===== src/rtl/rtc_pkg.sv =====
package rtc_pkg;

  typedef struct packed {
    logic [7:0] yr;
    logic [7:0] mon;
    logic [7:0] mday;
    logic [7:0] hrs;
    logic [7:0] mins;
    logic [7:0] secs;
  } rtc_time_t;

  localparam rtc_time_t TIME_AT_RESET = '{yr: 8'h00, mon: 8'h01, mday: 8'h01,
                                          hrs: 8'h00, mins: 8'h00, secs: 8'h00};

  localparam int NUM_FIELDS = 6;

  localparam logic [4:0] A_CTRL   = 5'h10;
  localparam logic [4:0] A_STATUS = 5'h11;
  localparam logic [4:0] A_IRQEN  = 5'h12;
  localparam logic [4:0] A_CORR_L = 5'h14;
  localparam logic [4:0] A_CORR_H = 5'h15;

  localparam logic [15:0] CORR_FORBIDDEN = 16'h7FFF;

  function automatic logic [7:0] bcd_inc(input logic [7:0] v);
    if (v[3:0] == 4'd9) return {v[7:4] + 4'd1, 4'd0};
    return v + 8'd1;
  endfunction

  function automatic logic [6:0] bcd_to_bin(input logic [7:0] v);
    return 7'(v[7:4]) * 7'd10 + 7'(v[3:0]);
  endfunction

  function automatic logic [7:0] month_last_day(input logic [7:0] mon,
                                                input logic [7:0] yr);
    logic [6:0] y;
    y = bcd_to_bin(yr);
    case (mon)
      8'h02:                      return (y[1:0] == 2'd0) ? 8'h29 : 8'h28;
      8'h04, 8'h06, 8'h09, 8'h11: return 8'h30;
      default:                    return 8'h31;
    endcase
  endfunction

  function automatic rtc_time_t advance_second(input rtc_time_t t);
    rtc_time_t n;
    n = t;
    if (t.secs != 8'h59) begin
      n.secs = bcd_inc(t.secs);
    end else begin
      n.secs = 8'h00;
      if (t.mins != 8'h59) begin
        n.mins = bcd_inc(t.mins);
      end else begin
        n.mins = 8'h00;
        if (t.hrs != 8'h23) begin
          n.hrs = bcd_inc(t.hrs);
        end else begin
          n.hrs = 8'h00;
          if (t.mday != month_last_day(t.mon, t.yr)) begin
            n.mday = bcd_inc(t.mday);
          end else begin
            n.mday = 8'h01;
            if (t.mon != 8'h12) begin
              n.mon = bcd_inc(t.mon);
            end else begin
              n.mon = 8'h01;
              n.yr  = (t.yr == 8'h99) ? 8'h00 : bcd_inc(t.yr);
            end
          end
        end
      end
    end
    return n;
  endfunction

  function automatic logic [7:0] get_field(input rtc_time_t t, input logic [2:0] idx);
    case (idx)
      3'd0:    return t.secs;
      3'd1:    return t.mins;
      3'd2:    return t.hrs;
      3'd3:    return t.mday;
      3'd4:    return t.mon;
      3'd5:    return t.yr;
      default: return 8'h00;
    endcase
  endfunction

  function automatic rtc_time_t set_field(input rtc_time_t t, input logic [2:0] idx,
                                          input logic [7:0] v);
    rtc_time_t n;
    n = t;
    case (idx)
      3'd0:    n.secs = v;
      3'd1:    n.mins = v;
      3'd2:    n.hrs  = v;
      3'd3:    n.mday = v;
      3'd4:    n.mon  = v;
      3'd5:    n.yr   = v;
      default: n = t;
    endcase
    return n;
  endfunction

  // Length in ticks of the second that follows the hourly correction point.
  function automatic int corrected_period(input int ticks, input logic [15:0] corr);
    int p;
    p = ticks - int'($signed(corr));
    if (p < 1) p = 1;
    return p;
  endfunction

endpackage


===== src/rtl/rtc_prescaler.sv =====
module rtc_prescaler #(
  parameter int TICKS = 32768,
  parameter int CNT_W = 17
) (
  input  logic             clk,
  input  logic             rst_n,
  input  logic             tick_i,
  input  logic             run_i,
  input  logic             restart_i,
  input  logic [CNT_W-1:0] reload_i,
  output logic             sec_evt_o
);

  localparam logic [CNT_W-1:0] FULL = CNT_W'(TICKS);
  localparam logic [CNT_W-1:0] LAST = CNT_W'(1);

  logic [CNT_W-1:0] remain_q;

  assign sec_evt_o = run_i && tick_i && !restart_i && (remain_q == LAST);

  always_ff @(posedge clk or negedge rst_n) begin
    if (!rst_n) begin
      remain_q <= FULL;
    end else if (restart_i) begin
      remain_q <= FULL;
    end else if (run_i && tick_i) begin
      if (remain_q == LAST) remain_q <= reload_i;
      else                  remain_q <= remain_q - LAST;
    end
  end

  // a seconds write starts a whole new period
  assert_restart_full_R4: assert property (@(posedge clk) disable iff (!rst_n)
    restart_i |=> (remain_q == FULL));

  // the period chosen at a second boundary is the one loaded
  assert_reload_taken_R8: assert property (@(posedge clk) disable iff (!rst_n)
    sec_evt_o |=> (remain_q == $past(reload_i)));

  // without run, the prescaler holds
  assert_prescaler_hold_R3: assert property (@(posedge clk) disable iff (!rst_n)
    (!run_i && !restart_i) |=> $stable(remain_q));

endmodule


===== src/rtl/rtc_calendar.sv =====
module rtc_calendar
  import rtc_pkg::*;
(
  input  logic       clk,
  input  logic       rst_n,
  input  logic       sec_evt_i,
  input  logic       wr_i,
  input  logic [2:0] idx_i,
  input  logic [7:0] wdata_i,
  output rtc_time_t  now_o
);

  rtc_time_t now_q;
  rtc_time_t now_d;

  always_comb begin
    now_d = now_q;
    if (wr_i)           now_d = set_field(now_q, idx_i, wdata_i);
    else if (sec_evt_i) now_d = advance_second(now_q);
  end

  always_ff @(posedge clk or negedge rst_n) begin
    if (!rst_n) now_q <= TIME_AT_RESET;
    else        now_q <= now_d;
  end

  assign now_o = now_q;

  // seconds wrap and carry into minutes
  assert_sec_wrap_R5: assert property (@(posedge clk) disable iff (!rst_n)
    (sec_evt_i && !wr_i && now_q.secs == 8'h59)
      |=> (now_q.secs == 8'h00 && now_q.mins != $past(now_q.mins)));

  // end-of-day at month end returns day to 01
  assert_day_wrap_R5: assert property (@(posedge clk) disable iff (!rst_n)
    (sec_evt_i && !wr_i && now_q.secs == 8'h59 && now_q.mins == 8'h59 &&
     now_q.hrs == 8'h23 && now_q.mday == month_last_day(now_q.mon, now_q.yr))
      |=> (now_q.mday == 8'h01 && now_q.hrs == 8'h00));

endmodule


===== src/rtl/rtc_alarm.sv =====
module rtc_alarm
  import rtc_pkg::*;
(
  input  logic       clk,
  input  logic       rst_n,
  input  rtc_time_t  now_i,
  input  logic       wr_i,
  input  logic [2:0] idx_i,
  input  logic [7:0] wdata_i,
  input  logic       clr_i,
  input  logic       irq_en_i,
  output rtc_time_t  alarm_o,
  output logic       match_rise_o,
  output logic       flag_o,
  output logic       irq_n_o
);

  rtc_time_t alarm_q;
  logic      match_now;
  logic      match_q;
  logic      flag_q;

  assign match_now    = (now_i == alarm_q);
  assign match_rise_o = match_now && !match_q;

  always_ff @(posedge clk or negedge rst_n) begin
    if (!rst_n) begin
      alarm_q <= TIME_AT_RESET;
      match_q <= 1'b1;
      flag_q  <= 1'b0;
    end else begin
      if (wr_i) alarm_q <= set_field(alarm_q, idx_i, wdata_i);
      match_q <= match_now;
      if (match_rise_o) flag_q <= 1'b1;
      else if (clr_i)   flag_q <= 1'b0;
    end
  end

  assign alarm_o = alarm_q;
  assign flag_o  = flag_q;
  assign irq_n_o = !(flag_q && irq_en_i);

  // a fresh match always raises the flag
  assert_flag_sets_R9: assert property (@(posedge clk) disable iff (!rst_n)
    match_rise_o |=> flag_q);

  // a clear with no new match drops the flag
  assert_flag_clears_R10: assert property (@(posedge clk) disable iff (!rst_n)
    (clr_i && !match_rise_o) |=> !flag_q);

  // the flag only falls when the host clears it
  assert_flag_sticky_R10: assert property (@(posedge clk) disable iff (!rst_n)
    $fell(flag_q) |-> $past(clr_i));

endmodule


===== src/rtl/rtc_bcd_core.sv =====
module rtc_bcd_core
  import rtc_pkg::*;
#(
  parameter int TICKS_PER_SEC = 32768,
  parameter int CORR_W        = 16
) (
  input  logic       clk,
  input  logic       rst_n,
  input  logic       tick_en,
  input  logic [4:0] addr,
  input  logic [7:0] wdata,
  input  logic       wr_en,
  input  logic       rd_en,
  output logic [7:0] rdata,
  output logic       irq_n
);

  localparam int CNT_W = $clog2(TICKS_PER_SEC + (1 << (CORR_W - 1)) + 1);

  rtc_time_t        now;
  rtc_time_t        alarm_t;
  rtc_time_t        shadow_q;
  logic             run_q, autocorr_q, irq_en_q;
  logic [7:0]       corr_lo_stage_q;
  logic [15:0]      corr_q;
  logic [7:0]       rdata_q;

  logic             in_field_range;
  logic             wr_time, wr_alarm, wr_ctrl, snap_req;
  logic             wr_corr_lo, wr_corr_hi, clr_flag;
  logic [15:0]      corr_candidate;
  logic             hour_mark;
  logic [CNT_W-1:0] reload;
  logic             sec_evt;
  logic             seconds_write;
  logic             match_rise;
  logic             flag;

  assign in_field_range = (addr[2:0] < 3'(NUM_FIELDS));
  assign wr_time        = wr_en && (addr[4:3] == 2'b00) && in_field_range;
  assign wr_alarm       = wr_en && (addr[4:3] == 2'b01) && in_field_range;
  assign wr_ctrl        = wr_en && (addr == A_CTRL);
  assign snap_req       = wr_ctrl && wdata[1];
  assign wr_corr_lo     = wr_en && (addr == A_CORR_L);
  assign wr_corr_hi     = wr_en && (addr == A_CORR_H);
  assign clr_flag       = wr_en && (addr == A_STATUS) && wdata[0];
  assign corr_candidate = {wdata, corr_lo_stage_q};
  assign seconds_write  = wr_time && (addr[2:0] == 3'd0);

  assign hour_mark = autocorr_q && (now.secs == 8'h00) && (now.mins == 8'h00);
  assign reload    = hour_mark ? CNT_W'(corrected_period(TICKS_PER_SEC, corr_q))
                               : CNT_W'(TICKS_PER_SEC);

  rtc_prescaler #(
    .TICKS (TICKS_PER_SEC),
    .CNT_W (CNT_W)
  ) u_prescaler (
    .clk       (clk),
    .rst_n     (rst_n),
    .tick_i    (tick_en),
    .run_i     (run_q),
    .restart_i (seconds_write),
    .reload_i  (reload),
    .sec_evt_o (sec_evt)
  );

  rtc_calendar u_calendar (
    .clk       (clk),
    .rst_n     (rst_n),
    .sec_evt_i (sec_evt),
    .wr_i      (wr_time),
    .idx_i     (addr[2:0]),
    .wdata_i   (wdata),
    .now_o     (now)
  );

  rtc_alarm u_alarm (
    .clk          (clk),
    .rst_n        (rst_n),
    .now_i        (now),
    .wr_i         (wr_alarm),
    .idx_i        (addr[2:0]),
    .wdata_i      (wdata),
    .clr_i        (clr_flag),
    .irq_en_i     (irq_en_q),
    .alarm_o      (alarm_t),
    .match_rise_o (match_rise),
    .flag_o       (flag),
    .irq_n_o      (irq_n)
  );

  always_ff @(posedge clk or negedge rst_n) begin
    if (!rst_n) begin
      run_q           <= 1'b0;
      autocorr_q      <= 1'b0;
      irq_en_q        <= 1'b0;
      corr_lo_stage_q <= 8'h00;
      corr_q          <= 16'h0000;
      shadow_q        <= TIME_AT_RESET;
    end else begin
      if (wr_ctrl) begin
        run_q      <= wdata[0];
        autocorr_q <= wdata[2];
      end
      if (snap_req) shadow_q <= now;
      if (wr_en && addr == A_IRQEN) irq_en_q <= wdata[0];
      if (wr_corr_lo) corr_lo_stage_q <= wdata;
      if (wr_corr_hi && corr_candidate != CORR_FORBIDDEN) corr_q <= corr_candidate;
    end
  end

  always_ff @(posedge clk or negedge rst_n) begin
    if (!rst_n) begin
      rdata_q <= 8'h00;
    end else if (rd_en) begin
      unique case (addr[4:3])
        2'b00:   rdata_q <= get_field(shadow_q, addr[2:0]);
        2'b01:   rdata_q <= get_field(alarm_t, addr[2:0]);
        2'b10: begin
          case (addr)
            A_CTRL:   rdata_q <= {5'd0, autocorr_q, 1'b0, run_q};
            A_STATUS: rdata_q <= {7'd0, flag};
            A_IRQEN:  rdata_q <= {7'd0, irq_en_q};
            A_CORR_L: rdata_q <= corr_q[7:0];
            A_CORR_H: rdata_q <= corr_q[15:8];
            default:  rdata_q <= 8'h00;
          endcase
        end
        default: rdata_q <= 8'h00;
      endcase
    end
  end

  assign rdata = rdata_q;

  // a stopped clock only changes through host writes
  assert_stopped_hold_R3: assert property (@(posedge clk) disable iff (!rst_n)
    (!run_q && !wr_time) |=> $stable(now));

  // the shadow captures the pre-edge live time
  assert_snapshot_R6: assert property (@(posedge clk) disable iff (!rst_n)
    snap_req |=> (shadow_q == $past(now)));

  // the forbidden correction code never lands
  assert_corr_reject_R7: assert property (@(posedge clk) disable iff (!rst_n)
    (wr_corr_hi && corr_candidate == CORR_FORBIDDEN) |=> $stable(corr_q));

  // the corrected reload is never empty
  assert_reload_nonzero_R8: assert property (@(posedge clk) disable iff (!rst_n)
    hour_mark |-> (reload != '0));

  // the flag rise is tied to a match edge
  assert_match_flag_R9: assert property (@(posedge clk) disable iff (!rst_n)
    $rose(flag) |-> $past(match_rise));

endmodule


===== config.mk =====
export PLATFORM = sky130hd
export DESIGN_NAME = rtc_bcd_core
export DESIGN_NICKNAME = d
export VERILOG_FILES = /design/src/rtl/rtc_pkg.sv /design/src/rtl/rtc_prescaler.sv /design/src/rtl/rtc_calendar.sv /design/src/rtl/rtc_alarm.sv /design/src/rtl/rtc_bcd_core.sv
export SDC_FILE = /design/constraint.sdc
export NUM_CORES = 1
export LEC_CHECK = 0
export ABC_AREA = 1
export CAP_MARGIN = 5
export CELL_PAD_IN_SITES_DETAIL_PLACEMENT = 0
export CELL_PAD_IN_SITES_GLOBAL_PLACEMENT = 1
export CORE_MARGIN = 2
export CORE_UTILIZATION = 38
export CTS_BUF_LIST = sky130_fd_sc_hd__clkbuf_16
export DETAILED_ROUTE_END_ITERATION = 10
export HOLD_SLACK_MARGIN = 0.12
export PLACE_DENSITY = 0.68
export SYNTH_ARGS = -nofsm -noshare
export SYNTH_HDL_FRONTEND = slang
export SYNTH_SLANG_ARGS = --single-unit

===== constraint.sdc =====
create_clock -name clk -period 1.8 [get_ports clk]
set_clock_uncertainty 0.1 [all_clocks]
set_input_delay 0.36 -clock clk [delete_from_list [all_inputs] [get_ports clk]]
set_output_delay 0.36 -clock clk [all_outputs]
set_load 0.005 [all_outputs]

# Word level (Yosys, flattened, before mapping)
# Cells that the tools add are included.
[classes]
addsub = 15
mul = 1
div = 0
n_lt_le_gt_ge = 2
eq_ne = 43
shifts = 0
muxes = 87
bitwise_logic = 0
n_reduce_logical = 44
[ops]
columns = ["op", "count"]
rows = [
  ["$mux W8", 30],
  ["$mux W48", 2],
  ["$pmux W8 S6", 2],
  ["$mux W17", 5],
  ["$add A8 B1 Y8 const B", 6],
  ["$eq A48 B48 Y1", 1],
  ["$mux W1", 41],
  ["$mux W40", 1],
  ["$pmux W8 S5", 1],
  ["$mux W32", 1],
  ["$eq A5 B5 Y1 const B", 5],
  ["$add A4 B1 Y4 const B", 6],
  ["$eq A4 B4 Y1 const B", 6],
  ["$mux W24", 1],
  ["$pmux W8 S3", 1],
  ["$logic_and A1 B1 Y1", 20],
  ["$lt A18 B2 Y1 const B", 1],
  ["$sub A17 B16 Y18 const A", 1],
  ["$eq A17 B1 Y1 const B", 1],
  ["$sub A17 B1 Y17 const B", 1],
  ["$eq A8 B3 Y1 const B", 2],
  ["$logic_not A8 Y1", 2],
  ["$mux W16", 1],
  ["$ne A16 B15 Y1 const B", 1],
  ["other kinds (30)", 53],
]
[totals]
regBits = 198
latch_bits = 0
mem_bits_rw = 0
mem_bits_ro = 0
inputBits = 18
output_inout_bits = 9
word_cells = 219
n_memories = 0

# Longest topological paths before layout
# Gate-level depths: netlist (run 1).
[depth]
word_depth = 26
ltp_mapped = 16
ltp_nobuf = 16

# Modules after synthesis
# From an unflattened synthesis (run 1), not the netlist that was laid out.
[unflattened]
cells_unflattened = 1772
area_unflattened_um2 = 12537.0
[by_module_without_submodules]
columns = ["module", "instances", "cells_each", "area_per_inst_um2", "seq_area_each_um2"]
rows = [
  ["rtc_bcd_core", 1, 652, 4877.2, 2079.5],
  ["rtc_calendar", 1, 519, 3597.2, 1203.7],
  ["rtc_alarm", 1, 387, 2706.3, 1255.0],
  ["rtc_prescaler", 1, 214, 1356.3, 426.7],
]

# Least setup slack after synthesis (run 1)
# No wires, ideal clock.
[synth_path]
path_type = "register to register"
from = "register u_prescaler.remain_q[1]"
to = "register u_calendar.now_q (netlist bit u_calendar.now_o[35])"
setup_time_ps = 117
arrival_ps = 1727
required_time_ps = 1583
slack_ps = -144
stages_incl_launch_ff = 12
n_path_buf = 0
period_less_slack_ps = 1944
cell_sequence = "dfrtp_1 -> inv_1 -> ha_1 -> nand2_1 -> nor3_4 -> nand2_4 -> o21ai_4 -> nand2_4 -> nor2_8 -> nand3_4 -> nand2_1 -> nand2_1"
[synth_between]
elab_chain_len = 4
[synth_lines]
columns = ["element", "line_no", "text"]
rows = [
  ["from (decl)", "rtc_prescaler.sv:17", "logic [CNT_W-1:0] remain_q;"],
  ["from (signal assigned)", "rtc_prescaler.sv:27", "if (remain_q == LAST) remain_q <= reload_i;"],
  ["from (signal assigned)", "rtc_prescaler.sv:28", "else remain_q <= remain_q - LAST;"],
  ["$eq A17 B1 Y1", "rtc_prescaler.sv:19", "assign sec_evt_o = run_i && tick_i && !restart_i && (remain_q == LAST);"],
  ["$logic_and A1 B1 Y1", "rtc_prescaler.sv:19", ""],
  ["$reduce_bool A2 Y1 (no source line)", "n/a", ""],
  ["$reduce_and A6 Y1 (no source line)", "n/a", ""],
  ["to (signal assigned)", "rtc_calendar.sv:24", "else now_q <= now_d;"],
  ["to (decl)", "rtc_calendar.sv:13", "rtc_time_t now_q;"],
]
# Every way passes these cells.
# A chain may end at the register's enable or synchronous reset.

# Final worst setup path (run 1)
[layout_path]
from = "register u_prescaler.remain_q[4]"
to = "register u_calendar.now_q (netlist bit u_calendar.now_o[11])"
[layout_between]
elab_chain_len = 4
[layout_lines]
columns = ["element", "line_no"]
rows = [
  ["$eq A17 B1 Y1", "rtc_prescaler.sv:19"],
  ["$logic_and A1 B1 Y1", "rtc_prescaler.sv:19"],
  ["$reduce_bool A2 Y1 (no source line)", "n/a"],
  ["$reduce_and A3 Y1 (no source line)", "n/a"],
]
# Every way passes these cells.

==> metrics.md, run 1 <==
| Metric | Value |
|---|---|
| Vias | 12,700 |
| Placed Cells | 2,323 |
| Bufs on Longest Clock Path | 2 |
| PnR worst setup slack | -0.297 ns |
| WP data required | 2.03 ns |
| Worst skew pair latency | approximately 0.46 ns |
| Die Ht | 182 um |
| Routability congestion estimate | 0.974 |
| Die Footprint | 33,100 sq um |
| Top cell type's share of synthesized area | 39.5% |
| Final core area utilization | 54.8% |
| Post-DP HPWL | 36,500 um |
| Final slew viol count | 0 |
| Total leakage power | slightly above 8 nW |
| XOR/XNOR share of the synthesized area | 3.35% |
| Final setup vio count | 55 |
| Post-synthesis simple-gate area fraction | 28.2% |
| Critical Path Source | u_prescaler.remain_q[4]$_DFFE_PN0P_ |
| Nets | 2,044 |
| FFs w/ async S/R, synth | 100% |
| Synth area leaders | dfrtp_1 (40%), nand2_1 (13%), o21ai_0 (8.5%) |
| Slowest CP cell | dfrtp_1 |
| Nature of the critical path endpoint | flip-flop |
| Filler cell count | 2,977 |
| Starting Density | 38.3% |
| Outcome | finished, violations left |
| Max_slew headroom | ~71% |
| Total GRT Usage | 29.5% |
| Worst r2r src | u_prescaler.remain_q[4]$_DFFE_PN0P_ |
| Top cell by count, worst path | buf_4 |
| Site Rows | 65 |
| CTS tree | built |
| Worst VDD drop | 0.000665 V |
| YS warnings | 0 |
| TritonCTS Buffers | 17 |
| Unrepaired setup endpoints after global routing | yes |
| Failing checks | negative setup slack |
| Core ar. | between 30,000 and 40,000 sq um |
| Initial antenna violation count | 2 |
| Crit path largest cell delay | approximately 0.40 ns |
| Multi-input logic area | 6890 sq um |
| Share of layout cells above drive strength 1 | 32.4% |
| Largest net degree at the start of global routing | between 40 and 50 |
| Compound-Gate Fraction of Synth Area | about 16% |
| H-Tree Depth | 4 |
| Main combinational cell family by area after synthesis | simple AND/OR/NAND/NOR gates |
| Crit path kind | flip-flop to flip-flop |
| Pre-antenna DRT Iters | 5 |
| Setup TNS | -10.97 ns |
| Pwr/cell area | 955 nW/um^2 |
| Mux share of post-synthesis cell area | 0% |
| Sink Count | 198 |
| Area Overhead vs Synth | 43.0% |
| Routed Antenna Nets | 0 |
| Synth Area in Adders | 2.71% |
| Total Routed Length | approximately 48,000 um |
| Register area | 4960 sq um |
| Worst Setup Start Kind | flip-flop |
| Crit path arrival time | 2.33 ns |
| Worst min path class | input pin to async pin |
| Crit-path cells | nor2_2 -> nand2_2 -> nor3_4 -> nand2_4 -> o21ai_4 -> buf_4 -> buf_4 -> o211ai_4 -> buf_4 -> nand2_1 -> o21ai_0 |
| Gate Count Post-Synth | 1,631 |
| Drt wl/cell | 19.9 um |
| Worst-path clk slew | around 0.08 ns |
| GRT overflow | 0 |
| Number of global-route vias before repair | 12,200 |
| DR DRC count | 0 |
| Synth Net Count | around 1,700 |
| Clock Root Buffer | clkbuf_16 |
| Antenna fix cells | 0 |
| Area leader, netlist | dfrtp_1 |
| Number of synthesized flops with an enable pin | 0 |
| Fin crit share | 116% |
| Tightest Pin Transition | between 0.4 and 0.5 ns |
| Synthesis-stage register bit count | 198 |
| Post-synthesis cell type count | 49 |
| Initial DRC count | 1,084 |
| Final hold vios | 0 |
| Number of max-cap violations | 0 |
| Post-synthesis sequential area ratio | 41.3% |
| Hold_ws | approximately 0.24 ns |
| Fmax | 477 MHz |
| Tmin final | 2.10 ns |
| First-pass GRT wire length | 73,500 um |
| Finished Layout Cells | 2,415 |
| IO Pins | 27 |
| Synth Cell Area | 12,000 sq um |
| Die X-Extent | 182 um |
| CP max FO | 8 |
| Predominant post-synthesis flop cell | dfrtp_1 |
| Port buffer count | 26 |
| Vias/cell | 5.27 |
| Syn Area/Cell | 7.37 sq um |
through the flow:
step	instance area [sq um]	power, mW	setup slack [ns]
after floorplan	12100	8.71	-0.115
after global placement	15100	11.5	-0.979
after detailed placement	15100	11.5	-0.998
after CTS	16500	16.0	-0.275
after global routing	17200	17.4	-0.364
final	17200	16.4	-0.297
worst max-delay path: cells and delay by family (launching register included):
kind                   cells  cell delay (ns)
AOI/OAI and AO/OA          3             0.39
and+or+nand+nor            5             0.62
buffers and inverters      3             0.46
DFF                        1             0.40
sequential cells by signal, indices dropped and copies added, names as in the netlist, 8 cells and up:
name and flops:
u_alarm.alarm_o 48, rdata 8, corr_q 16, u_calendar.now_o 48
corr_lo_stage_q 8, u_prescaler.remain_q 17, shadow_q 48
kinds of logic after synthesis:
family / count (synthesis)
and+or+nand+nor: 760
AOI/OAI and AO/OA: 348
buffers and inverters: 253
DFF: 198
xor gates and xnor gates: 46
adders and majority gates: 26
layout by cell type (no fill, tap or decap), drive strengths merged, types with 4 or more instances in the layout:
master | synthesis | routed
clkinv | 2 | 7
o21ai | 218 | 218
a31oi | 10 | 10
nor3b | 4 | 4
clkinvlp | 0 | 4
dlygate4sd2 | 0 | 13
inv | 202 | 209
dfstp | 8 | 8
clkdlybuf4s50 | 0 | 10
o22ai | 27 | 27
o2111ai | 4 | 4
nand3 | 87 | 87
dfrtp | 190 | 190
nand3b | 4 | 4
a21oi | 62 | 62
ha | 26 | 26
nor4 | 6 | 6
nor2 | 149 | 149
buf | 27 | 369
xor2 | 33 | 33
xnor2 | 13 | 13
clkbuf | 22 | 21
nand2 | 439 | 439
o31ai | 15 | 15
nor3 | 17 | 17
o211ai | 6 | 6
nand4 | 49 | 49
routing by layer:
metal,part of all wire [%],wire (um),vias up,GRT usage [%]
met3,6.9,3300,53,4.35
met5,0,0,-,0
met2,45,21400,418,46.0
met1,46,22300,6167,43.1
li1,-,-,6093,-
met4,2.1,1010,0,6.94
worst paths after layout:
| check | endpoint | slack (ns) | cells past startpoint |
|---|---|---|---|
| max | u_calendar.now_o[11]$_DFFE_PN0P_ | -0.30 | 11 |
| min | u_calendar.now_o[47]$_DFFE_PN0P_ | 0.24 | 2 |
| max reg2reg | u_calendar.now_o[11]$_DFFE_PN0P_ | -0.30 | 11 |
| min reg2reg | u_alarm.alarm_o[19]$_DFFE_PN0P_ | 0.41 | 2 |
| max in group asynchronous | u_calendar.now_o[24]$_DFFE_PN1P_ | 0.69 | 3 |
| min in group clk | u_alarm.alarm_o[19]$_DFFE_PN0P_ | 0.41 | 2 |
Yosys cell counts (5+ instances only):
master,instances
nor2_2,14
buf_2,19
o21ai_1,11
dfrtp_1,190
nor2_1,129
nand2_1,432
o31ai_1,15
nor3_1,15
inv_2,14
nand3_1,81
clkbuf_1,22
xnor2_1,13
o21ai_0,204
nor4_1,5
ha_1,26
a21oi_1,62
dfstp_2,8
o22ai_1,27
a31oi_1,10
nand4_1,49
inv_1,188
xor2_1,33
area by class of cell:
| type | count | area share [%] |
|---|---|---|
| clock buffer | 17 | 2.47 |
| sequential | 198 | 28.9 |
| inverter | 204 | 4.62 |
| timing repair buffer | 398 | 20.3 |
| timing repair inverter | 1 | 0.0437 |
| multi-input combinational | 1180 | 40.1 |
| clock inverter | 15 | 0.698 |
| tap | 402 | 2.92 |
report_power, final:
group          total, mW  switching [mW]  internal (mW)
clock network       3.79            1.98           1.81
logic               6.65            3.59           3.06
registers           5.98           0.685           5.29
total               16.4            6.26           10.2
repair_timing:
action / 4_1_cts / 5_1_grt
resized for setup: 209 / 128
gates cloned: 1 / 2
setup buffers: 35 / 25
setup endpoints to repair: 156 / 89
hold buffers: 1 / 0
endpoints found under the hold margin: 191 / 0
pin swaps: 60 / 76
Power figures use the tool's default switching activity.
==> inputs of run 2 (changes only) <==
--- a/config.mk
+++ b/config.mk
@@ -9,9 +9,11 @@
 export CAP_MARGIN = 5
 export CELL_PAD_IN_SITES_DETAIL_PLACEMENT = 0
 export CELL_PAD_IN_SITES_GLOBAL_PLACEMENT = 1
+export CORE_ASPECT_RATIO = 0.7
 export CORE_MARGIN = 2
 export CORE_UTILIZATION = 38
 export CTS_BUF_LIST = sky130_fd_sc_hd__clkbuf_16
+export CTS_CLUSTER_DIAMETER = 80
 export DETAILED_ROUTE_END_ITERATION = 10
 export HOLD_SLACK_MARGIN = 0.12
 export PLACE_DENSITY = 0.68
==> metrics.md, run 2 (synthesized netlist as in run 1, its figures left out) <==
| Metric | Value |
|---|---|
| Reg2reg end | u_calendar.now_o[46]$_DFFE_PN0P_ |
| CTS tree | built |
| Worst r2r src | u_calendar.now_o[37]$_DFFE_PN0P_ |
| Post-DP HPWL | 38,400 um |
| Initial antenna violation count | 1 |
| Tmin final | ~2.2 ns |
| DR WL met3 | 5720 um |
| PnR worst setup slack | -0.403 ns |
| Reg2reg path depth | 13 |
| Crit path arrival time | 2.46 ns |
| Failing checks | negative setup slack |
| Site Rows | 54 |
| Starting Density | 38.6% |
| H-Tree Depth | 4 |
| Routability congestion estimate | roughly 0.94 |
| Die Footprint | ~33,000 sq um |
| Antenna fix cells | 0 |
| Critical Path Source | u_calendar.now_o[37]$_DFFE_PN0P_ |
| Flop2flop setup slack | -0.40 ns |
| Area Overhead vs Synth | 45.1% |
| CP max FO | 5 |
| Number of global-route vias before repair | 12,200 |
| Worst min path class | input pin to async pin |
| Tightest Pin Transition | 0.537 ns |
| Max_slew headroom | 64.1% |
| IO Pins | 27 |
| Sink Count | between 150 and 200 |
| Final hold vios | 0 |
| Crit-path cells | inv_2 -> ha_4 -> nand2_4 -> nor2_4 -> o211ai_1 -> nand2_4 -> nand2_4 -> nand3_4 -> buf_12 -> nand2_8 -> buf_6 -> nand4_1 -> nand2_1 |
| Finished Layout Cells | around 2,400 |
| Bufs on Longest Clock Path | 2 |
| Commonest non-fill, non-tap cell in the layout | nand2_1 |
| Metal-1 WL | 25,100 um |
| Power Total | 17.2 mW |
| Nets | 2,055 |
| Total Routed Length | 51,100 um |
| Worst skew pair latency | between 0.4 and 0.5 ns |
| TritonCTS Buffers | 17 |
| Total leakage power | 8.37 nW |
| Most frequent cells in the layout | nand2_1 (366), buf_4 (315), dfrtp_1 (185) |
| WP data required | roughly 2.1 ns |
| Nature of the critical path endpoint | flip-flop |
| Share of layout cells above drive strength 1 | 34.5% |
| Die Ht | 153 um |
| Worst VDD drop | slightly below 0.0008 V |
| Pre-antenna DRT Iters | 5 |
| Unrepaired setup endpoints after global routing | yes |
| CP Capture Point | u_calendar.now_o[46]$_DFFE_PN0P_ |
| Slowest CP cell | dfrtp_1 |
| Largest net degree at the start of global routing | between 50 and 60 |
| Number of max-cap violations | 0 |
| First-pass GRT wire length | 76,300 um |
| Drt wl/cell | roughly 21 um |
| Outcome | finished, violations left |
| GRT overflow | 0 |
| Finished layout cell area | ~17,000 sq um |
| Placed instance area | 15,200 sq um |
| Core ar. | 31,100 sq um |
| Top sig layer | met4 |
| Final slew viol count | 0 |
| Placed Cells | 2,345 |
| Worst-path clk slew | 0.08 ns |
| Fmax | ~450 MHz |
| Final setup vio count | 65 |
| Total GRT Usage | a little under a third |
| Die X-Extent | 217 um |
| Routed Antenna Nets | 0 |
| Initial DRC count | 1,430 |
| Crit path largest cell delay | just under 0.4 ns |
| Met2 wire len | 19,700 um |
| DR DRC count | 0 |
| Port buffer count | 26 |
| Filler cell count | 2,935 |
| Top cell by count, worst path | nand2_4 |
| Clock Root Buffer | clkbuf_16 |
| Vias | 13,000 |
| Fin crit share | 122% |
| Crit path kind | flip-flop to flip-flop |
| Vias/cell | 5.31 |
| Pwr/cell area | 987 nW/um^2 |
| Worst Setup Start Kind | flip-flop |
| DP Worst Slack | -0.840 ns |
-- run 2: cell count changes in the layout (fill, tap and decap cells not counted), sizes merged --
cell,before,now
bufinv,0,2
clkbuf,21,19
clkinv,7,8
clkdlybuf4s50,10,11
nand2,439,440
clkinvlp,4,5
dlygate4sd2,13,11
buf,369,381
o21ai,218,219
inv,209,205
-- run 2: where the power goes --
group	total (mW)	switching (mW)	internal [mW]
Sequential	6.04	0.740	5.30
Combinational	7.25	3.92	3.33
Clock	3.94	1.91	2.03
Total	17.2	6.57	10.7
-- run 2: worst min-delay path by stage --
| stage | from | endpoint | slack (ns) |
|---|---|---|---|
| after floorplan | rst_n | autocorr_q$_DFFE_PN0P_ | -0.04 |
| after global placement | rst_n | corr_q[7]$_DFFE_PN0P_ | 0.16 |
| after detailed placement | rst_n | corr_q[7]$_DFFE_PN0P_ | 0.16 |
| after CTS | rst_n | corr_q[7]$_DFFE_PN0P_ | 0.23 |
| after global routing | rst_n | corr_q[7]$_DFFE_PN0P_ | 0.24 |
| final | rst_n | corr_q[7]$_DFFE_PN0P_ | 0.24 |
-- run 2: area by class of cell --
cell class / instances / area (sq um) / share of cell area, %
Multi-Input combinational cell: 1182 / 7070 / 40.5
Sequential cell: 198 / 4970 / 28.5
Timing Repair Buffer: 407 / 3510 / 20.1
Inverter: 204 / 801 / 4.59
Tap cell: 420 / 526 / 3.01
Clock buffer: 17 / 425 / 2.44
Clock inverter: 15 / 143 / 0.817
Timing Repair inverter: 1 / 7.51 / 0.0430
-- run 2: routing by layer --
| layer | vias up | GRT usage [%] |
|---|---|---|
| li1 | 6136 | - |
| met1 | 6305 | 49.4 |
| met2 | 488 | 40.1 |
| met3 | 39 | 10.2 |
| met4 | 0 | 6.23 |
| met5 | - | 0 |
-- run 2: critical path: cells and delay by family (launching register included) --
family	cells	cell delay, ns
AND/OR/NAND/NOR	8	0.78
buffers and inverters	3	0.40
flip-flops	1	0.39
AO/OA/AOI/OAI	1	0.26
adder cells (fa/ha/maj)	1	0.16
-- run 2: stage by stage --
step	util [%]	hold slack (ns)	TNS, ns
2_1_floorplan	-	-0.0356	-1.78
3_3_place_gp	48.8	0.157	-105.93
3_5_place_dp	48.8	0.157	-105.97
4_1_cts	53.7	0.228	-10.10
5_1_grt	56.0	0.241	-19.20
6_report	56.0	0.238	-13.19
-- run 2: what timing repair did --
item / in CTS / in global routing
hold endpoints to repair: 190 / 0
setup endpoints to repair: 148 / 79
setup buffers: 43 / 33
hold buffers: 1 / 0
cloned: 4 / 0
resized for setup: 250 / 165
pin swaps: 67 / 93
